## config.mk

```make
export PLATFORM = sky130hd
export DESIGN_NAME = car_map_top
export DESIGN_NICKNAME = d
export VERILOG_FILES = /design/src/rtl/car_pkg.sv /design/src/rtl/car_win_dec.sv /design/src/rtl/car_lane_gen.sv /design/src/rtl/car_idx_map.sv /design/src/rtl/car_alloc_guard.sv /design/src/rtl/car_map_top.sv
export SDC_FILE = /design/constraint.sdc
export NUM_CORES = 1
export LEC_CHECK = 0
export BUFFER_PORTS_ARGS = -buffer_cell sky130_fd_sc_hd__buf_4
export CELL_PAD_IN_SITES_DETAIL_PLACEMENT = 0
export CELL_PAD_IN_SITES_GLOBAL_PLACEMENT = 1
export CORE_ASPECT_RATIO = 0.75
export CORE_UTILIZATION = 33
export DETAILED_ROUTE_END_ITERATION = 16
export PLACE_DENSITY = 0.87
export SLEW_MARGIN = 0
export SYNTH_ARGS = -nofsm -noshare
export SYNTH_HDL_FRONTEND = slang
export SYNTH_HIERARCHICAL = 1
export SYNTH_SLANG_ARGS = --single-unit
```

## constraint.sdc

```tcl
create_clock -name clk_i -period 0.8 [get_ports clk_i]
set_input_delay 0.04 -clock clk_i [delete_from_list [all_inputs] [get_ports clk_i]]
set_output_delay 0.04 -clock clk_i [all_outputs]
set_load 0.01 [all_outputs]
```

## src/rtl/car_pkg.sv

```systemverilog
package car_pkg;
  typedef enum logic [1:0] {
    SZ_BYTE = 2'd0,
    SZ_WORD = 2'd1,
    SZ_LONG = 2'd2,
    SZ_QUAD = 2'd3
  } size_e;
endpackage

```

## src/rtl/car_win_dec.sv

```systemverilog
module car_win_dec #(
  parameter int unsigned ADDR_W = 32,
  parameter logic [ADDR_W-1:0] WIN_LO = 32'h7C00_0000,
  parameter logic [ADDR_W-1:0] WIN_HI = 32'h7FFF_FFFF
) (
  input  logic [ADDR_W-1:0] addr_i,
  output logic              in_win_o
);
  assign in_win_o = (addr_i >= WIN_LO) && (addr_i <= WIN_HI);
endmodule

```

## src/rtl/car_lane_gen.sv

```systemverilog
module car_lane_gen #(
  parameter int unsigned LANES = 8,
  localparam int unsigned LANE_W = $clog2(LANES)
) (
  input  logic [LANE_W-1:0] off_i,
  input  car_pkg::size_e    size_i,
  output logic [LANES-1:0]  lane_en_o,
  output logic              misalign_o
);
  logic [LANE_W:0] nbytes;
  logic [LANE_W:0] off_ext;
  logic [LANE_W:0] end_ext;

  assign nbytes  = (LANE_W+1)'(1) << size_i;
  assign off_ext = {1'b0, off_i};
  assign end_ext = off_ext + nbytes;

  assign misalign_o = |(off_ext & (nbytes - (LANE_W+1)'(1)));

  for (genvar l = 0; l < LANES; l++) begin : g_lane
    assign lane_en_o[l] = ((LANE_W+1)'(l) >= off_ext) && ((LANE_W+1)'(l) < end_ext);
  end
endmodule

```

## src/rtl/car_idx_map.sv

```systemverilog
module car_idx_map #(
  parameter int unsigned HALF_W = 8
) (
  input  logic [HALF_W:0] sel_i,  // address bits above line offset, top bit picks way
  input  logic            dbl_i,
  output logic [HALF_W:0] idx_o,
  output logic            way_o
);
  assign idx_o = {1'b1, sel_i[HALF_W-1:0]};
  assign way_o = dbl_i & sel_i[HALF_W];
endmodule

```

## src/rtl/car_alloc_guard.sv

```systemverilog
module car_alloc_guard #(
  parameter int unsigned IDX_W = 9
) (
  input  logic             ram_en_i,
  input  logic [IDX_W-1:0] idx_i,
  output logic [IDX_W-1:0] idx_o
);
  assign idx_o = ram_en_i ? {1'b0, idx_i[IDX_W-2:0]} : idx_i;
endmodule

```

## src/rtl/car_map_top.sv

```systemverilog
module car_map_top #(
  parameter int unsigned       ADDR_W     = 32,
  parameter int unsigned       ENTRIES    = 512,
  parameter int unsigned       LINE_BYTES = 32,
  parameter int unsigned       LANES      = 8,
  parameter logic [ADDR_W-1:0] WIN_LO     = 32'h7C00_0000,
  parameter logic [ADDR_W-1:0] WIN_HI     = 32'h7FFF_FFFF,
  localparam int unsigned IDX_W  = $clog2(ENTRIES),
  localparam int unsigned OFF_W  = $clog2(LINE_BYTES),
  localparam int unsigned LANE_W = $clog2(LANES),
  localparam int unsigned WSEL_W = OFF_W - LANE_W,
  localparam int unsigned HALF_W = IDX_W - 1
) (
  input  logic              clk_i,
  input  logic              rst_ni,
  input  logic              ram_en_i,
  input  logic              dbl_mode_i,
  input  logic              idx_mode_i,
  input  logic              req_valid_i,
  input  logic [ADDR_W-1:0] req_addr_i,
  input  logic [1:0]        req_size_i,
  input  logic              req_fetch_i,
  input  logic              req_write_i,
  input  logic [IDX_W-1:0]  alloc_idx_i,
  output logic [IDX_W-1:0]  alloc_idx_o,
  output logic              pass_o,
  output logic              hit_o,
  output logic              wr_en_o,
  output logic              ram_way_o,
  output logic [IDX_W-1:0]  ram_idx_o,
  output logic [WSEL_W-1:0] word_sel_o,
  output logic [LANES-1:0]  lane_en_o,
  output logic              fetch_err_o,
  output logic              addr_err_o,
  output logic              cfg_err_o
);
  logic             in_win;
  logic [LANES-1:0] lanes_raw;
  logic             misalign;
  logic [IDX_W-1:0] idx_raw;
  logic             way_raw;
  logic             ram_acc, cfg_bad, hit_d;

  car_win_dec #(.ADDR_W(ADDR_W), .WIN_LO(WIN_LO), .WIN_HI(WIN_HI)) u_win (
    .addr_i   (req_addr_i),
    .in_win_o (in_win)
  );

  car_lane_gen #(.LANES(LANES)) u_lane (
    .off_i      (req_addr_i[LANE_W-1:0]),
    .size_i     (car_pkg::size_e'(req_size_i)),
    .lane_en_o  (lanes_raw),
    .misalign_o (misalign)
  );

  car_idx_map #(.HALF_W(HALF_W)) u_idx (
    .sel_i (req_addr_i[OFF_W+HALF_W:OFF_W]),
    .dbl_i (dbl_mode_i),
    .idx_o (idx_raw),
    .way_o (way_raw)
  );

  car_alloc_guard #(.IDX_W(IDX_W)) u_alloc (
    .ram_en_i (ram_en_i),
    .idx_i    (alloc_idx_i),
    .idx_o    (alloc_idx_o)
  );

  assign ram_acc = req_valid_i & in_win & ram_en_i;
  assign cfg_bad = ram_en_i & idx_mode_i;
  assign hit_d   = ram_acc & ~cfg_bad & ~req_fetch_i & ~misalign;

  always_ff @(posedge clk_i or negedge rst_ni) begin
    if (!rst_ni) begin
      pass_o      <= 1'b0;
      hit_o       <= 1'b0;
      wr_en_o     <= 1'b0;
      ram_way_o   <= 1'b0;
      ram_idx_o   <= '0;
      word_sel_o  <= '0;
      lane_en_o   <= '0;
      fetch_err_o <= 1'b0;
      addr_err_o  <= 1'b0;
      cfg_err_o   <= 1'b0;
    end else begin
      pass_o      <= req_valid_i & ~(in_win & ram_en_i);
      hit_o       <= hit_d;
      wr_en_o     <= hit_d & req_write_i;
      ram_way_o   <= hit_d & way_raw;
      ram_idx_o   <= hit_d ? idx_raw : '0;
      word_sel_o  <= hit_d ? req_addr_i[OFF_W-1:LANE_W] : '0;
      lane_en_o   <= hit_d ? lanes_raw : '0;
      fetch_err_o <= ram_acc & req_fetch_i;
      addr_err_o  <= ram_acc & misalign;
      cfg_err_o   <= cfg_bad;
    end
  end
endmodule

```

==> results.py <==
metrics = {
    "yosys": {
        "ys_top_cells_by_count": "dfrtp_1, buf_4, and4b_1",
        "synth_compound_area_frac": 0.125,
        "ys_types": 44,
        "syn_area_sq_um": 1580,
        "synth-main-ff-cell": "dfrtp_1",
        "yosys.area.top_type": "dfrtp_1",
        "synth_edf_count": 0,
        "synthMuxAreaShare": 0.00634,
        "async_reset_ff_frac": 1.00,
        "synth_most_common_cell": "dfrtp_1",
        "synth-simple-area-share": 0.261,
        "synth.area.top_cells": "dfrtp_1, and4b_1, buf_4, ha_1, a2111oi_2",
        "synth_top_family_by_area": "simple AND/OR/NAND/NOR gates",
        "ys_ff_latch": 26,
        "synth_fa_ha_area_frac": 0.0444,
        "synth_fp_nets": 195,
        "synthXorXnorAreaFrac": 0.0159,
        "synth_top_area_share": 0.412,
        "synth_cells": 139,
        "ys_warn_count": 6,
        "syn_avg_cell_area_sq_um": 11.4,
        "ys_seq_area_frac": 0.412,
    },
    "finish": {
        "nets": 275,
        "diodes": 0,
        "nFillCells": 370,
        "drive_gt1_frac": 0.638,
        "syn2layout_area_growth_pct": 68.7,
    },
    "worst_setup_path": {
        "slowest_stage": "fa_2",
        "crit_path_end_kind": "flop",
        "cp-start-kind": "primary input",
        "crit_fanout": 6,
        "arrival_ns": 1.69,
        "crit_path_max_incr_delay_ns": 0.48,
        "critical_path_class": "primary input to flop",
        "path_cells": "buf_8 -> nor2_4 -> ha_4 -> fa_2 -> a211o_1 -> a2111oi_4 -> nor3_1 -> and4b_1",
        "critPathLaunch": "req_size_i[1]",
        "worst_ep_required_time_ns": 0.97,
    },
    "grt": {
        "antenna_found_initial": 0,
        "grt_remaining_overflow": 0,
        "grt_pass1_wl_um": 6350,
        "grt_pass1_vias": 1330,
        "grt_usage": 0.166,
        "grt_max_degree": 27,
    },
    "die": {
        "ioPinCount": 86,
        "row_count": 21,
        "core_area_sq_um": 4520,
        "dieWidth_um": 81.8,
        "dieArea_sq_um": 5060,
        "start_util": 0.349,
        "dieHeight_um": 61.9,
    },
    "detailed_routing": {
        "vias_per_cell": 5.07,
        "ant_nets": 0,
        "drc": 0,
        "vias": 1393,
        "drt_pass1_iterations": 4,
        "detail_route.iter0.violations": 66,
        "wl_per_cell_um": 16.8,
        "wirelength_um": 4610,
    },
    "cts": {
        "h-tree-depth": 1,
        "clk_path_buf_depth": 2,
        "cts_buffers": 3,
        "cts.sinks": 26,
        "cts_root_buf": "clkbuf_8",
        "cts_tree": "built",
        "clk_pin_slew_worst_paths_ns": 0.09,
    },
    "sta": {
        "rsz0062_at_grt": "yes",
        "max_freq_mhz": 655,
        "layout_setup_ws_ns": -0.726,
        "timing.setup.tns_ns": -9.25,
        "period_share": 1.91,
        "hold_viol_final": 1,
        "fin_crit_ns": 1.53,
        "holdWs_ns": -0.0387,
        "slew_viol_final": 0,
        "setup_violations": 49,
    },
    "power_and_ir_drop": {
        "seqPwrFrac": 0.414,
        "p_leak_nw": 1.29,
        "ir_drop_uv": 820,
        "intPower_w": 0.00231,
        "switching_share": 0.277,
        "p_per_area_nw_per_um2": 1200,
        "comb_power_share": 0.321,
        "p_switching_w": 0.000885,
        "power_frac_clock": 0.265,
    },
    "hold_path": {
        "worstHoldStart": "idx_mode_i",
        "min_to": "hit_o",
        "hold_path_depth": 2,
        "min_path_type": "primary input to flop",
    },
    "flow_run": {
        "cap_violations": 0,
    },
    "status": {
        "status": "complete, but fails checks",
        "violations": "hold timing, setup timing",
    },
    "placed_design": {
        "gp_congestion": 0.848,
        "dp_hpwl_um": 2840,
        "io_buffers": 57,
    },
}
[state kept, by name, summed over array words and instances (netlist names)]
name and count:
cfg_err_o 1, pass_o 1, wr_en_o 1, ram_way_o 1, lane_en_o 8, word_sel_o 2
ram_idx_o 9, addr_err_o 1, fetch_err_o 1, hit_o 1
[cell usage in the layout, fill, tap and decap left out, types with 3 or more instances in the layout]
master	count
dfrtp_1	26
buf_4	53
nand2_1	4
buf_6	39
and4b_1	17
a2111oi_4	3
nor2_1	3
nand4_1	3
dlygate4sd3_1	3
buf_12	3
a2111oi_2	4
nand3_2	3
clkbuf_8	4
and4b_2	4
[metal layers]
layer  wire length, um  vias to the layer above  global-route usage
li1                  -                      656                   -
met1              1930                      682               0.221
met2              2450                       47               0.285
met3               167                        8              0.0234
met4                61                        0              0.0476
met5                 0                        -                   0
[timing repair]
item | CTS | global route
gates cloned | 1 | 1
endpoints found under the setup margin | 49 | 49
pin swaps | 22 | 6
buffers inserted | 5 | 2
gates resized for setup | 48 | 9
endpoints found under the hold margin | 27 | 2
hold buffers | 2 | 1
[per-stage QoR]
step                power, W  instance area (sq um)   util  setup WS, ns  instances
floorplan            0.00181                   1680      -        -0.903        139
global placement     0.00213                   2250  0.498         -1.09        261
detailed placement   0.00214                   2250  0.498         -1.11        261
CTS                  0.00309                   2570  0.569        -0.711        273
global route         0.00333                   2660  0.589        -0.739        275
finish               0.00319                   2660  0.589        -0.726        275
[worst max path at each step]
stage                         to  slack, ns
floorplan           lane_en_o[0]      -0.90
global placement    lane_en_o[0]      -1.09
detailed placement  lane_en_o[0]      -1.11
CTS                 lane_en_o[0]      -0.71
global route        lane_en_o[0]      -0.74
finish              lane_en_o[0]      -0.73
[power groups by stage]
stage | registers, W | logic [W] | clock network, W
2_1_floorplan | 0.00135 | 0.000462 | 0
3_3_place_gp | 0.00135 | 0.000779 | 0
3_5_place_dp | 0.00135 | 0.000792 | 0
4_1_cts | 0.00132 | 0.000920 | 0.000848
5_1_grt | 0.00132 | 0.00110 | 0.000916
6_report | 0.00132 | 0.00102 | 0.000846
[critical path: cells and delay by family]
kind / cells / cell delay [ns]
simple gates: 3 / 0.41
fa+ha+maj: 2 / 0.62
buf+inv: 1 / 0.11
compound gates: 2 / 0.50
[area by class of cell]
cell class	count	area, sq um	share of cell area
Timing Repair Buffer	101	982	0.369
Tap cell	57	71.3	0.0268
Sequential cell	26	651	0.244
Multi-Input combinational cell	84	888	0.334
Clock buffer	4	55.1	0.0207
Inverter	3	13.8	0.00517
[cells by family after synthesis]
group,after synthesis
and+or+nand+nor,53
adders and majority gates,5
muxes,1
DFF,26
AOI/OAI and AO/OA,22
xor gates and xnor gates,2
other,1
buffers and inverters,29
No activity file was read; power rests on OpenSTA's default activity.
